### config.mk
export PLATFORM = sky130hd
export DESIGN_NAME = bank_rowbuf_seq
export DESIGN_NICKNAME = d
export VERILOG_FILES = /design/src/rtl/rowbuf_pkg.sv /design/src/rtl/rowbuf_gap_timer.sv /design/src/rtl/rowbuf_row_track.sv /design/src/rtl/rowbuf_fsm.sv /design/src/rtl/bank_rowbuf_seq.sv
export SDC_FILE = /design/constraint.sdc
export NUM_CORES = 1
export LEC_CHECK = 0
export CORE_MARGIN = 4
export CORE_UTILIZATION = 35
export CTS_CLUSTER_DIAMETER = 30
export CTS_CLUSTER_SIZE = 24
export DETAILED_ROUTE_END_ITERATION = 10
export HOLD_SLACK_MARGIN = 0.1
export PLACE_DENSITY = 0.61
export SETUP_SLACK_MARGIN = 0.05
export SYNTH_ARGS = -nofsm -noshare
export SYNTH_HDL_FRONTEND = slang
export SYNTH_SLANG_ARGS = --single-unit
### constraint.sdc
create_clock -name clk_i -period 2.24 [get_ports clk_i]
set_input_delay 0.448 -clock clk_i [delete_from_list [all_inputs] [get_ports clk_i]]
set_output_delay 0.448 -clock clk_i [all_outputs]
set_load 0.005 [all_outputs]
### src/rtl/rowbuf_pkg.sv
package rowbuf_pkg;
  typedef enum logic [1:0] {
    OP_ACT = 2'd0,
    OP_RD  = 2'd1,
    OP_WR  = 2'd2,
    OP_PRE = 2'd3
  } cmd_op_e;

  typedef enum logic [1:0] {
    KIND_HIT      = 2'd0,
    KIND_EMPTY    = 2'd1,
    KIND_CONFLICT = 2'd2
  } req_kind_e;

  typedef enum logic [1:0] {
    ST_IDLE,
    ST_PRE,
    ST_ACT,
    ST_COL
  } seq_state_e;

  // gap timer slots
  localparam int GAP_RCD = 0;
  localparam int GAP_RP  = 1;
  localparam int GAP_RAS = 2;
  localparam int NUM_GAPS = 3;
endpackage

### src/rtl/rowbuf_gap_timer.sv
module rowbuf_gap_timer #(
  parameter int TW = 4
) (
  input  logic          clk_i,
  input  logic          rst_ni,
  input  logic          load_i,
  input  logic [TW-1:0] gap_i,
  output logic          done_o
);
  logic [TW-1:0] cnt_q;

  // load gap-1 so the dependent command may fire gap edges later (min 1)
  always_ff @(posedge clk_i or negedge rst_ni) begin
    if (!rst_ni) begin
      cnt_q <= '0;
    end else if (load_i) begin
      cnt_q <= (gap_i > TW'(1)) ? gap_i - TW'(1) : '0;
    end else if (cnt_q != '0) begin
      cnt_q <= cnt_q - TW'(1);
    end
  end

  assign done_o = (cnt_q == '0);
endmodule

### src/rtl/rowbuf_row_track.sv
module rowbuf_row_track #(
  parameter int ROW_W = 4
) (
  input  logic             clk_i,
  input  logic             rst_ni,
  input  logic             open_i,
  input  logic             close_i,
  input  logic [ROW_W-1:0] row_i,
  output logic             is_open_o,
  output logic [ROW_W-1:0] open_row_o
);
  always_ff @(posedge clk_i or negedge rst_ni) begin
    if (!rst_ni) begin
      is_open_o  <= 1'b0;
      open_row_o <= '0;
    end else if (open_i) begin
      is_open_o  <= 1'b1;
      open_row_o <= row_i;
    end else if (close_i) begin
      is_open_o  <= 1'b0;
    end
  end
endmodule

### src/rtl/rowbuf_fsm.sv
module rowbuf_fsm
  import rowbuf_pkg::*;
#(
  parameter int ROW_W = 4,
  parameter int COL_W = 3,
  localparam int AW = (ROW_W > COL_W) ? ROW_W : COL_W
) (
  input  logic             clk_i,
  input  logic             rst_ni,
  input  logic             req_valid_i,
  input  logic [ROW_W-1:0] req_row_i,
  input  logic [COL_W-1:0] req_col_i,
  input  logic             req_we_i,
  output logic             req_ready_o,
  input  logic             is_open_i,
  input  logic [ROW_W-1:0] open_row_i,
  input  logic             col_ok_i,
  input  logic             act_ok_i,
  input  logic             pre_ok_i,
  output logic             fire_act_o,
  output logic             fire_pre_o,
  output logic [ROW_W-1:0] row_o,
  output logic             cmd_valid_o,
  output logic [1:0]       cmd_op_o,
  output logic [AW-1:0]    cmd_addr_o,
  output logic             stat_valid_o,
  output logic [1:0]       stat_kind_o
);
  seq_state_e       state_q, state_d;
  logic [ROW_W-1:0] row_q;
  logic [COL_W-1:0] col_q;
  logic             we_q;
  logic             accept, fire_col;
  req_kind_e        kind_c;
  cmd_op_e          op_d;
  logic [AW-1:0]    addr_d;

  assign req_ready_o = (state_q == ST_IDLE);
  assign accept      = req_valid_i && req_ready_o;

  always_comb begin
    if (!is_open_i)                    kind_c = KIND_EMPTY;
    else if (open_row_i == req_row_i)  kind_c = KIND_HIT;
    else                               kind_c = KIND_CONFLICT;
  end

  assign fire_pre_o = (state_q == ST_PRE) && pre_ok_i;
  assign fire_act_o = (state_q == ST_ACT) && act_ok_i;
  assign fire_col   = (state_q == ST_COL) && col_ok_i;
  assign row_o      = row_q;

  always_comb begin
    state_d = state_q;
    unique case (state_q)
      ST_IDLE: if (accept) begin
        unique case (kind_c)
          KIND_HIT:   state_d = ST_COL;
          KIND_EMPTY: state_d = ST_ACT;
          default:    state_d = ST_PRE;
        endcase
      end
      ST_PRE:  if (fire_pre_o) state_d = ST_ACT;
      ST_ACT:  if (fire_act_o) state_d = ST_COL;
      ST_COL:  if (fire_col)   state_d = ST_IDLE;
      default: state_d = ST_IDLE;
    endcase
  end

  always_comb begin
    op_d   = OP_PRE;
    addr_d = '0;
    if (fire_act_o) begin
      op_d   = OP_ACT;
      addr_d = AW'(row_q);
    end else if (fire_col) begin
      op_d   = we_q ? OP_WR : OP_RD;
      addr_d = AW'(col_q);
    end
  end

  always_ff @(posedge clk_i or negedge rst_ni) begin
    if (!rst_ni) begin
      state_q      <= ST_IDLE;
      row_q        <= '0;
      col_q        <= '0;
      we_q         <= 1'b0;
      cmd_valid_o  <= 1'b0;
      cmd_op_o     <= '0;
      cmd_addr_o   <= '0;
      stat_valid_o <= 1'b0;
      stat_kind_o  <= '0;
    end else begin
      state_q      <= state_d;
      stat_valid_o <= accept;
      if (accept) begin
        row_q       <= req_row_i;
        col_q       <= req_col_i;
        we_q        <= req_we_i;
        stat_kind_o <= kind_c;
      end
      cmd_valid_o <= fire_pre_o || fire_act_o || fire_col;
      if (fire_pre_o || fire_act_o || fire_col) begin
        cmd_op_o   <= op_d;
        cmd_addr_o <= addr_d;
      end
    end
  end
endmodule

### src/rtl/bank_rowbuf_seq.sv
module bank_rowbuf_seq
  import rowbuf_pkg::*;
#(
  parameter int ROW_W = 4,
  parameter int COL_W = 3,
  parameter int TW    = 4,
  localparam int AW = (ROW_W > COL_W) ? ROW_W : COL_W
) (
  input  logic             clk_i,
  input  logic             rst_ni,
  input  logic             req_valid_i,
  output logic             req_ready_o,
  input  logic [ROW_W-1:0] req_row_i,
  input  logic [COL_W-1:0] req_col_i,
  input  logic             req_we_i,
  input  logic [TW-1:0]    t_rcd_i,
  input  logic [TW-1:0]    t_rp_i,
  input  logic [TW-1:0]    t_ras_i,
  output logic             cmd_valid_o,
  output logic [1:0]       cmd_op_o,
  output logic [AW-1:0]    cmd_addr_o,
  output logic             stat_valid_o,
  output logic [1:0]       stat_kind_o
);
  logic             fire_act, fire_pre, is_open;
  logic [ROW_W-1:0] open_row, seq_row;
  logic [NUM_GAPS-1:0] gap_load, gap_done;
  logic [TW-1:0]       gap_val [NUM_GAPS];

  assign gap_load[GAP_RCD] = fire_act;
  assign gap_load[GAP_RP]  = fire_pre;
  assign gap_load[GAP_RAS] = fire_act;
  assign gap_val[GAP_RCD]  = t_rcd_i;
  assign gap_val[GAP_RP]   = t_rp_i;
  assign gap_val[GAP_RAS]  = t_ras_i;

  for (genvar g = 0; g < NUM_GAPS; g++) begin : g_gap
    rowbuf_gap_timer #(.TW(TW)) u_timer (
      .clk_i  (clk_i),
      .rst_ni (rst_ni),
      .load_i (gap_load[g]),
      .gap_i  (gap_val[g]),
      .done_o (gap_done[g])
    );
  end

  rowbuf_row_track #(.ROW_W(ROW_W)) u_track (
    .clk_i      (clk_i),
    .rst_ni     (rst_ni),
    .open_i     (fire_act),
    .close_i    (fire_pre),
    .row_i      (seq_row),
    .is_open_o  (is_open),
    .open_row_o (open_row)
  );

  rowbuf_fsm #(.ROW_W(ROW_W), .COL_W(COL_W)) u_fsm (
    .clk_i        (clk_i),
    .rst_ni       (rst_ni),
    .req_valid_i  (req_valid_i),
    .req_row_i    (req_row_i),
    .req_col_i    (req_col_i),
    .req_we_i     (req_we_i),
    .req_ready_o  (req_ready_o),
    .is_open_i    (is_open),
    .open_row_i   (open_row),
    .col_ok_i     (gap_done[GAP_RCD]),
    .act_ok_i     (gap_done[GAP_RP]),
    .pre_ok_i     (gap_done[GAP_RAS]),
    .fire_act_o   (fire_act),
    .fire_pre_o   (fire_pre),
    .row_o        (seq_row),
    .cmd_valid_o  (cmd_valid_o),
    .cmd_op_o     (cmd_op_o),
    .cmd_addr_o   (cmd_addr_o),
    .stat_valid_o (stat_valid_o),
    .stat_kind_o  (stat_kind_o)
  );
endmodule

==> results of run 1 <==
-- logic make-up after synthesis --
group | Yosys count | share of synthesized area, %
fa+ha+maj | 16 | 9.61
mux | 12 | 6.55
compound gates | 34 | 12.3
simple gates | 68 | 16.5
flops | 37 | 44.4
xor+xnor | 13 | 5.47
buf+inv | 25 | 5.10
-- through the flow --
step	utilization, %	area, µm²	power [mW]	hold WS (ns)	worst slack, ns
2_1_floorplan	-	2080	2.31	0.152	0.464
3_3_place_gp	44.6	2510	2.77	0.436	0.285
3_5_place_dp	44.6	2510	2.79	0.441	0.249
4_1_cts	46.5	2630	3.39	0.453	0.164
5_1_grt	46.5	2630	3.68	0.482	0.0932
6_report	46.5	2630	3.35	0.447	0.179
-- worst register-to-register path: cells and delay by family, from the launching register on --
kind	cells	cell delay (ns)
compound gates	2	0.30
fa+ha+maj	1	0.21
buf+inv	1	0.09
flops	1	0.41
mux	1	0.30
simple gates	1	0.49
-- flip-flops by register name, summed over array words and instances (netlist names) --
register             flops
u_fsm.stat_kind_o        2
u_fsm.cmd_addr_o         4
u_fsm.cmd_valid_o        1
u_fsm.state_q            2
u_fsm.cmd_op_o           2
u_fsm.row_o              4
u_fsm.col_q              3
u_fsm.we_q               1
g_gap.u_timer.cnt_q     12
u_fsm.stat_valid_o       1
u_track.open_row_o       4
u_track.is_open_o        1
-- final cells by class --
class | instances | area share (%)
Inverter | 18 | 2.57
Clock inverter | 2 | 1.48
Tap cell | 72 | 3.43
Multi-Input combinational cell | 143 | 40.3
Timing Repair Buffer | 37 | 14.2
Sequential cell | 37 | 35.3
Clock buffer | 6 | 2.76
-- synthesized netlist by cell type (4+ instances only) --
cell	number
sky130_fd_sc_hd__nand2_1	24
sky130_fd_sc_hd__nand3_1	4
sky130_fd_sc_hd__a21oi_1	5
sky130_fd_sc_hd__ha_1	16
sky130_fd_sc_hd__mux2_2	9
sky130_fd_sc_hd__dfrtp_1	37
sky130_fd_sc_hd__xnor2_1	10
sky130_fd_sc_hd__inv_1	18
sky130_fd_sc_hd__nor3_1	9
sky130_fd_sc_hd__nor2_1	16
sky130_fd_sc_hd__o21ai_0	8
sky130_fd_sc_hd__o22a_1	4
-- power by group through the flow --
stage	clock, mW	sequential (mW)	combinational, mW
after global placement	0	1.28	1.49
final	0.589	1.27	1.49
after detailed placement	0	1.28	1.52
after CTS	0.599	1.27	1.52
after global routing	0.638	1.32	1.72
after floorplan	0	1.23	1.09
-- routing by layer --
layer / track usage, % / share of wire [%] / vias up
li1: - / - / 777
met1: 15.6 / 46 / 717
met2: 20.1 / 46 / 29
met3: 4.66 / 6.6 / 4
met4: 2.45 / 0.44 / 0
met5: 0 / 0 / -
-- how the worst min path moves through the flow --
stage	endpoint	slack [ns]
floorplan	g_gap[0].u_timer.cnt_q[0]	0.15
global placement	u_fsm.cmd_op_o[0]	0.44
detailed placement	u_fsm.cmd_op_o[0]	0.44
CTS	u_fsm.cmd_op_o[0]	0.45
global route	u_fsm.cmd_op_o[0]	0.48
finish	u_fsm.cmd_op_o[0]	0.45
==> out/results.ini, run 1 <==
[placed_design]
number_of_port_buffers = 33
dp_cells = 307
dp_hpwl_um = 3010
place.gp.congestion = 0.752

[worst_setup_path]
worst_path_arrival_time_ns = 1.61
start_kind = flip-flop
crit_path_max_fanout = 6
criticalPathCategory = reg -> out
critical_path.startpoint = u_fsm.state_q[1]
kind_of_capture_point_of_the_worst_setup_path = output pin
worst-r2r-setup-slack_ns = 0.34
crit_buf_inv = 2
critical-path-max-stage-delay_ns = 0.54
crit_chain = inv_1 -> ha_1 -> clkdlybuf4s50_1
critical_path_cell_count = 3
critical-path-slowest-cell = sky130_fd_sc_hd__clkdlybuf4s50_1
worst_r2r_path_depth = 6
r2r_start = g_gap[2].u_timer.cnt_q[0]
cp.required_ns = 1.79
rr_endpoint = u_fsm.state_q[0]
crit_family = buffers and inverters
worst_setup_path_endpoint = req_ready_o

[synthesis]
synth.lib_cells_used.distinct = 41
synth_top_cell_by_area = sky130_fd_sc_hd__dfrtp_1
post_synth_inst_count = 205
number_of_register_bits_inferred_by_synthesis = 37
yosys.area.top_type_share_pct = 44.4
asyncSetResetFlopFracSynth_pct = 100
synth.area.top_cells = sky130_fd_sc_hd__dfrtp_1, sky130_fd_sc_hd__ha_1, sky130_fd_sc_hd__mux2_2
post_synth_edffs = 0
mappedNetlistArea_mm2 = 0.00208
number_of_warnings_printed_during_yosys_synthesis = 0
synth_sequential_area_ratio_pct = 44.4
synthFlopType = sky130_fd_sc_hd__dfrtp_1
synthesis.nets = 244
post_synth.cell_area_avg_um2 = 10.2

[die]
placeableCoreArea_mm2 = 0.00564
die_width_um = 85.2
die_y_um = 85.2
row_count = 27
floorplan.initialDensity_pct = 36.9
top_level_ports = 34
fp.dieArea_mm2 = 0.00725

[route]
wl_per_cell_um = 13.0
wl_um = 4100
initialDrtViolationCount = 30
count_of_unresolved_drc_violations_after_routing = 0
drt.antenna.violating_nets = 0
routed_vias = 1527
avgViaCountPerCell = 4.85
drt_first_pass_iters = 4

[sta]
grt_setup_unrepaired = false
worst-slew-pin-transition_ns = 0.487
fin_crit_ns = 2.06
fin_crit_sh_pct = 92.0
slew-limit-headroom_pct = 67.1
final-hold-violation-count = 0
clock.fmax_mhz = 485
maxSlewViolCount = 0
timing.clock.skew_ns = 0.00483
setup_tns_ns = 0
finalSetupViolCount = 0

[layout]
seqCellArea_um2 = 926
layout.cells.non_filler = 315
diodes = 0
nets = 281
layout.cells.most_common_list = sky130_fd_sc_hd__dfrtp_1, sky130_fd_sc_hd__clkdlybuf4s50_1, sky130_fd_sc_hd__nand2_1
area.growth.synth_to_final_pct = 26.0
final.fill_count = 519
final_common_cell = sky130_fd_sc_hd__dfrtp_1
final_layout_size_suffix_gt1_share_pct = 11.5
multiInputGateArea_mm2 = 0.00106

[run_status]
run_status = finished, final reports clean

[worst_hold_path]
hp-class = reg -> reg
min_delay_path_depth = 1
worstHoldStart = u_fsm.we_q

[clock_tree]
postCtsResizedCells = 0
cts.clk_slew.worst_paths_ns = 0.08
cts_tree = done
cts_root_buf = sky130_fd_sc_hd__clkbuf_8
cts_hold_buf = 0
cts_made_buffers = 5
cts_setup_buffers = 0
clock_insertion_delay_worst_skew_ns = 0.29
cts_sinks = 37
cts.path.max_buffers = 2
h-tree-depth = 2

[pwr]
sequentialPowerShare_pct = 37.9
switchingPower_mw = 1.16
leakagePower_nw = 1.17
intPower_mw = 2.19
vdd.ir_drop.worst_uv = 555
fraction_of_power_spent_switching_nets_pct = 34.6
clock_power_share_pct = 17.6
powerDensity_mw_per_mm2 = 1280
share_comb_of_total_power_pct = 44.5

[global_route]
grt_first_pass_wirelength_um = 7290
grt_overflow_total = 0
largest_net_degree_at_the_start_of_global_routing = 38
antenna_violations_before_repair = 0
grt.total_usage_pct = 12.3
grt_pass1_vias = 1615

[flow_run]
max_cap_violations = 0

Power figures use the tool's default switching activity.
==> inputs of run 2 (changes only) <==
--- a/config.mk
+++ b/config.mk
@@ -5,6 +5,7 @@
 export SDC_FILE = /design/constraint.sdc
 export NUM_CORES = 1
 export LEC_CHECK = 0
+export ABC_AREA = 1
 export CORE_MARGIN = 4
 export CORE_UTILIZATION = 35
 export CTS_CLUSTER_DIAMETER = 30
==> run 2 against run 1 <==
Clock power up 3%; synthesized area rose by 8.1%; synthesized cell count increased by 43%; critical path depth is the same; cell area up 6.2%; maximum frequency about the same; largest cell class unchanged; sequential cell count stayed put; clock skew is 0.0030 ns higher; utilization decreased by 0.78 points; global-route usage up 1.1 points.
==> out/results.ini, run 2 <==
[worst_setup_path]
crit_chain = inv_1 -> ha_1 -> clkdlybuf4s50_1  ; unchanged
r2r_start = g_gap[1].u_timer.cnt_q[0]  ; was g_gap[2].u_timer.cnt_q[0]
kind_of_capture_point_of_the_worst_setup_path = output pin  ; unchanged
rr_endpoint = u_fsm.cmd_addr_o[2]  ; was u_fsm.state_q[0]
cp.required_ns = 1.79  ; about the same
worst-r2r-setup-slack_ns = 0.56  ; was 0.34 ns
worst_path_arrival_time_ns = 1.61  ; about the same
start_kind = flip-flop  ; unchanged
critical-path-slowest-cell = sky130_fd_sc_hd__clkdlybuf4s50_1  ; unchanged
criticalPathCategory = reg -> out  ; unchanged
critical-path-max-stage-delay_ns = 0.55  ; was 0.54 ns
worst_r2r_path_depth = 7  ; was 6
crit_path_max_fanout = 6  ; unchanged

[die]
die_width_um = 88.2  ; was 85.2 µm
row_count = 28  ; was 27
placeableCoreArea_mm2 = 0.00610  ; was 0.00564 mm²
die_y_um = 88.2  ; was 85.2 µm
top_level_ports = 34  ; unchanged
floorplan.initialDensity_pct = 36.9  ; about the same
fp.dieArea_mm2 = 0.00778  ; was 0.00725 mm²

[global_route]
grt_overflow_total = 0  ; unchanged
antenna_violations_before_repair = 0  ; unchanged
grt_pass1_vias = 1940  ; was 1615
grt_first_pass_wirelength_um = 8260  ; was 7290 µm
grt.total_usage_pct = 13.4  ; was 12.3%
largest_net_degree_at_the_start_of_global_routing = 22  ; was 38

[clock_tree]
cts_sinks = 37  ; unchanged
cts_hold_buf = 0  ; unchanged
cts.clk_slew.worst_paths_ns = 0.08  ; about the same
cts_tree = done  ; unchanged
cts_setup_buffers = 0  ; unchanged
cts_made_buffers = 5  ; unchanged
postCtsResizedCells = 0  ; unchanged
cts.path.max_buffers = 2  ; unchanged
cts_root_buf = sky130_fd_sc_hd__clkbuf_8  ; unchanged
h-tree-depth = 2  ; unchanged
clock_insertion_delay_worst_skew_ns = 0.29  ; about the same

[route]
drt.antenna.violating_nets = 0  ; unchanged
wl_per_cell_um = 11.2  ; was 13.0 µm
initialDrtViolationCount = 59  ; was 30
avgViaCountPerCell = 4.58  ; was 4.85
drt_first_pass_iters = 4  ; unchanged
routed_vias = 1876  ; was 1527
count_of_unresolved_drc_violations_after_routing = 0  ; unchanged
wl_um = 4580  ; was 4100 µm

[synthesis]
yosys.area.top_type_share_pct = 41.1  ; was 44.4%
synth.area.top_cells = sky130_fd_sc_hd__dfrtp_1, sky130_fd_sc_hd__nand2_1, sky130_fd_sc_hd__ha_1  ; was sky130_fd_sc_hd__dfrtp_1, sky130_fd_sc_hd__ha_1, sky130_fd_sc_hd__mux2_2
asyncSetResetFlopFracSynth_pct = 100  ; unchanged
synth.lib_cells_used.distinct = 24  ; was 41
synthesis.nets = 333  ; was 244
number_of_warnings_printed_during_yosys_synthesis = 0  ; unchanged
synth.cells.most_frequent = sky130_fd_sc_hd__nand2_1, sky130_fd_sc_hd__inv_1, sky130_fd_sc_hd__nor2_1, sky130_fd_sc_hd__dfrtp_1, sky130_fd_sc_hd__o21ai_0  ; was sky130_fd_sc_hd__dfrtp_1, sky130_fd_sc_hd__nand2_1, sky130_fd_sc_hd__inv_1, sky130_fd_sc_hd__ha_1, sky130_fd_sc_hd__nor2_1
post_synth.cell_area_avg_um2 = 7.66  ; was 10.2 µm²
synthMostInstantiatedCell = sky130_fd_sc_hd__nand2_1  ; was sky130_fd_sc_hd__dfrtp_1
number_of_register_bits_inferred_by_synthesis = 37  ; unchanged
mappedNetlistArea_mm2 = 0.00225  ; was 0.00208 mm²
synthFlopType = sky130_fd_sc_hd__dfrtp_1  ; unchanged
synth_sequential_area_ratio_pct = 41.1  ; was 44.4%
post_synth_inst_count = 294  ; was 205
synth_top_cell_by_area = sky130_fd_sc_hd__dfrtp_1  ; unchanged
post_synth_edffs = 0  ; unchanged

[sta]
grt_setup_unrepaired = false  ; unchanged
timing.clock.skew_ns = 0.00779  ; was 0.00483 ns
fin_crit_sh_pct = 92.0  ; about the same
slew-limit-headroom_pct = 67.9  ; was 67.1%
setup_tns_ns = 0  ; unchanged
finalSetupViolCount = 0  ; unchanged
clock.fmax_mhz = 485  ; about the same
final-hold-violation-count = 0  ; unchanged
maxSlewViolCount = 0  ; unchanged
fin_crit_ns = 2.06  ; about the same
worst-slew-pin-transition_ns = 0.481  ; was 0.487 ns

[layout]
area.growth.synth_to_final_pct = 23.8  ; was 26.0%
layout.cells.most_common_list = sky130_fd_sc_hd__nand2_1, sky130_fd_sc_hd__inv_1, sky130_fd_sc_hd__nor2_1  ; was sky130_fd_sc_hd__dfrtp_1, sky130_fd_sc_hd__clkdlybuf4s50_1, sky130_fd_sc_hd__nand2_1
nets = 373  ; was 281
final_layout_size_suffix_gt1_share_pct = 9.85  ; was 11.5%
largest_register = g_gap.u_timer.cnt_q  ; unchanged
diodes = 0  ; unchanged
final_common_cell = sky130_fd_sc_hd__nand2_1  ; was sky130_fd_sc_hd__dfrtp_1
post-route-util_pct = 45.8  ; was 46.5%
largest_register_ff_count = 12  ; unchanged
final.fill_count = 643  ; was 519

[placed_design]
number_of_port_buffers = 33  ; unchanged
dp_hpwl_um = 3630  ; was 3010 µm
place.gp.congestion = 0.756  ; was 0.752

[pwr]
fraction_of_power_spent_switching_nets_pct = 38.5  ; was 34.6%
powerDensity_mw_per_mm2 = 1180  ; was 1280 mW/mm²
vdd.ir_drop.worst_uv = 558  ; was 555 µV
leakagePower_nw = 1.48  ; was 1.17 nW
share_comb_of_total_power_pct = 45.8  ; was 44.5%
switchingPower_mw = 1.26  ; was 1.16 mW
intPower_mw = 2.02  ; was 2.19 mW
sequentialPowerShare_pct = 35.7  ; was 37.9%
clock_power_share_pct = 18.5  ; was 17.6%

[worst_hold_path]
hp-class = in -> async  ; was reg -> reg

[run_status]
run_status = finished, final reports clean  ; unchanged

[flow_run]
max_cap_violations = 0  ; unchanged

[run 2: logic make-up after synthesis]
group	share of synthesized area, %
simple gates	29.9
buf+inv	10.1
flops	41.1
compound gates	8.44
fa+ha+maj	8.89
xor+xnor	1.56
[run 2: area by class of cell]
| class | instances | area (µm²) | area share, % |
|---|---|---|---|
| multi-input cells | 201 | 1100 | 39.4 |
| clock buffers | 6 | 82.6 | 2.96 |
| repair buffers | 37 | 355 | 12.7 |
| inverters | 52 | 195 | 7.00 |
| well taps | 75 | 93.8 | 3.36 |
| clock inverters | 2 | 37.5 | 1.35 |
| flip-flops and latches | 37 | 926 | 33.2 |
[run 2: per-stage QoR]
stage                     power, mW  hold slack [ns]  worst slack, ns  instances  instance area, µm²
after floorplan                2.22            0.152            0.903        294                2250
after global placement         2.66            0.433            0.356        402                2670
after detailed placement       2.71            0.436            0.315        402                2670
after CTS                      3.33            0.107            0.156        410                2790
after global routing           3.64            0.132           0.0829        410                2790
final                          3.28            0.106            0.180        410                2790
[run 2: worst max-delay path: cells and delay by family, from the launching register on]
kind	cells	cell delay, ns
adders and majority gates	1	0.28
buffers and inverters	2	0.65
DFF	1	0.40
[run 2: worst max path at each step]
stage | startpoint | end | slack (ns) | cells after the start
2_1_floorplan | g_gap[1].u_timer.cnt_q[0] | g_gap[2].u_timer.cnt_q[1] | 0.90 | 8
3_3_place_gp | t_rcd_i[0] | g_gap[0].u_timer.cnt_q[1] | 0.36 | 8
3_5_place_dp | t_rcd_i[0] | g_gap[0].u_timer.cnt_q[3] | 0.32 | 8
4_1_cts | u_fsm.state_q[0] | req_ready_o | 0.16 | 3
5_1_grt | u_fsm.state_q[0] | req_ready_o | 0.08 | 3
6_report | u_fsm.state_q[0] | req_ready_o | 0.18 | 3
[run 2: power groups by stage]
| stage | combinational [mW] | clock, mW | sequential (mW) |
|---|---|---|---|
| after floorplan | 1.06 | 0 | 1.15 |
| after global placement | 1.48 | 0 | 1.18 |
| after detailed placement | 1.52 | 0 | 1.18 |
| after CTS | 1.53 | 0.630 | 1.17 |
| after global routing | 1.77 | 0.656 | 1.22 |
| final | 1.50 | 0.608 | 1.17 |
[run 2: routing by layer]
metal  global-route usage [%]  wire length (µm)  vias to the layer above  part of all wire (%)
li1                         -                 -                      999                     -
met1                     16.9              2210                      842                    48
met2                     22.3              2100                       28                    46
met3                     3.26               176                        7                   3.8
met4                     4.67                89                        0                   1.9
met5                        0                 0                        -                     0
==> inputs of run 3 (changes only) <==
--- a/config.mk
+++ b/config.mk
@@ -6,6 +6,7 @@
 export NUM_CORES = 1
 export LEC_CHECK = 0
 export ABC_AREA = 1
+export CAP_MARGIN = 30
 export CORE_MARGIN = 4
 export CORE_UTILIZATION = 35
 export CTS_CLUSTER_DIAMETER = 30
==> results of run 3 <==
No change in the layout: final DEF, timing and power equal those of run 2.
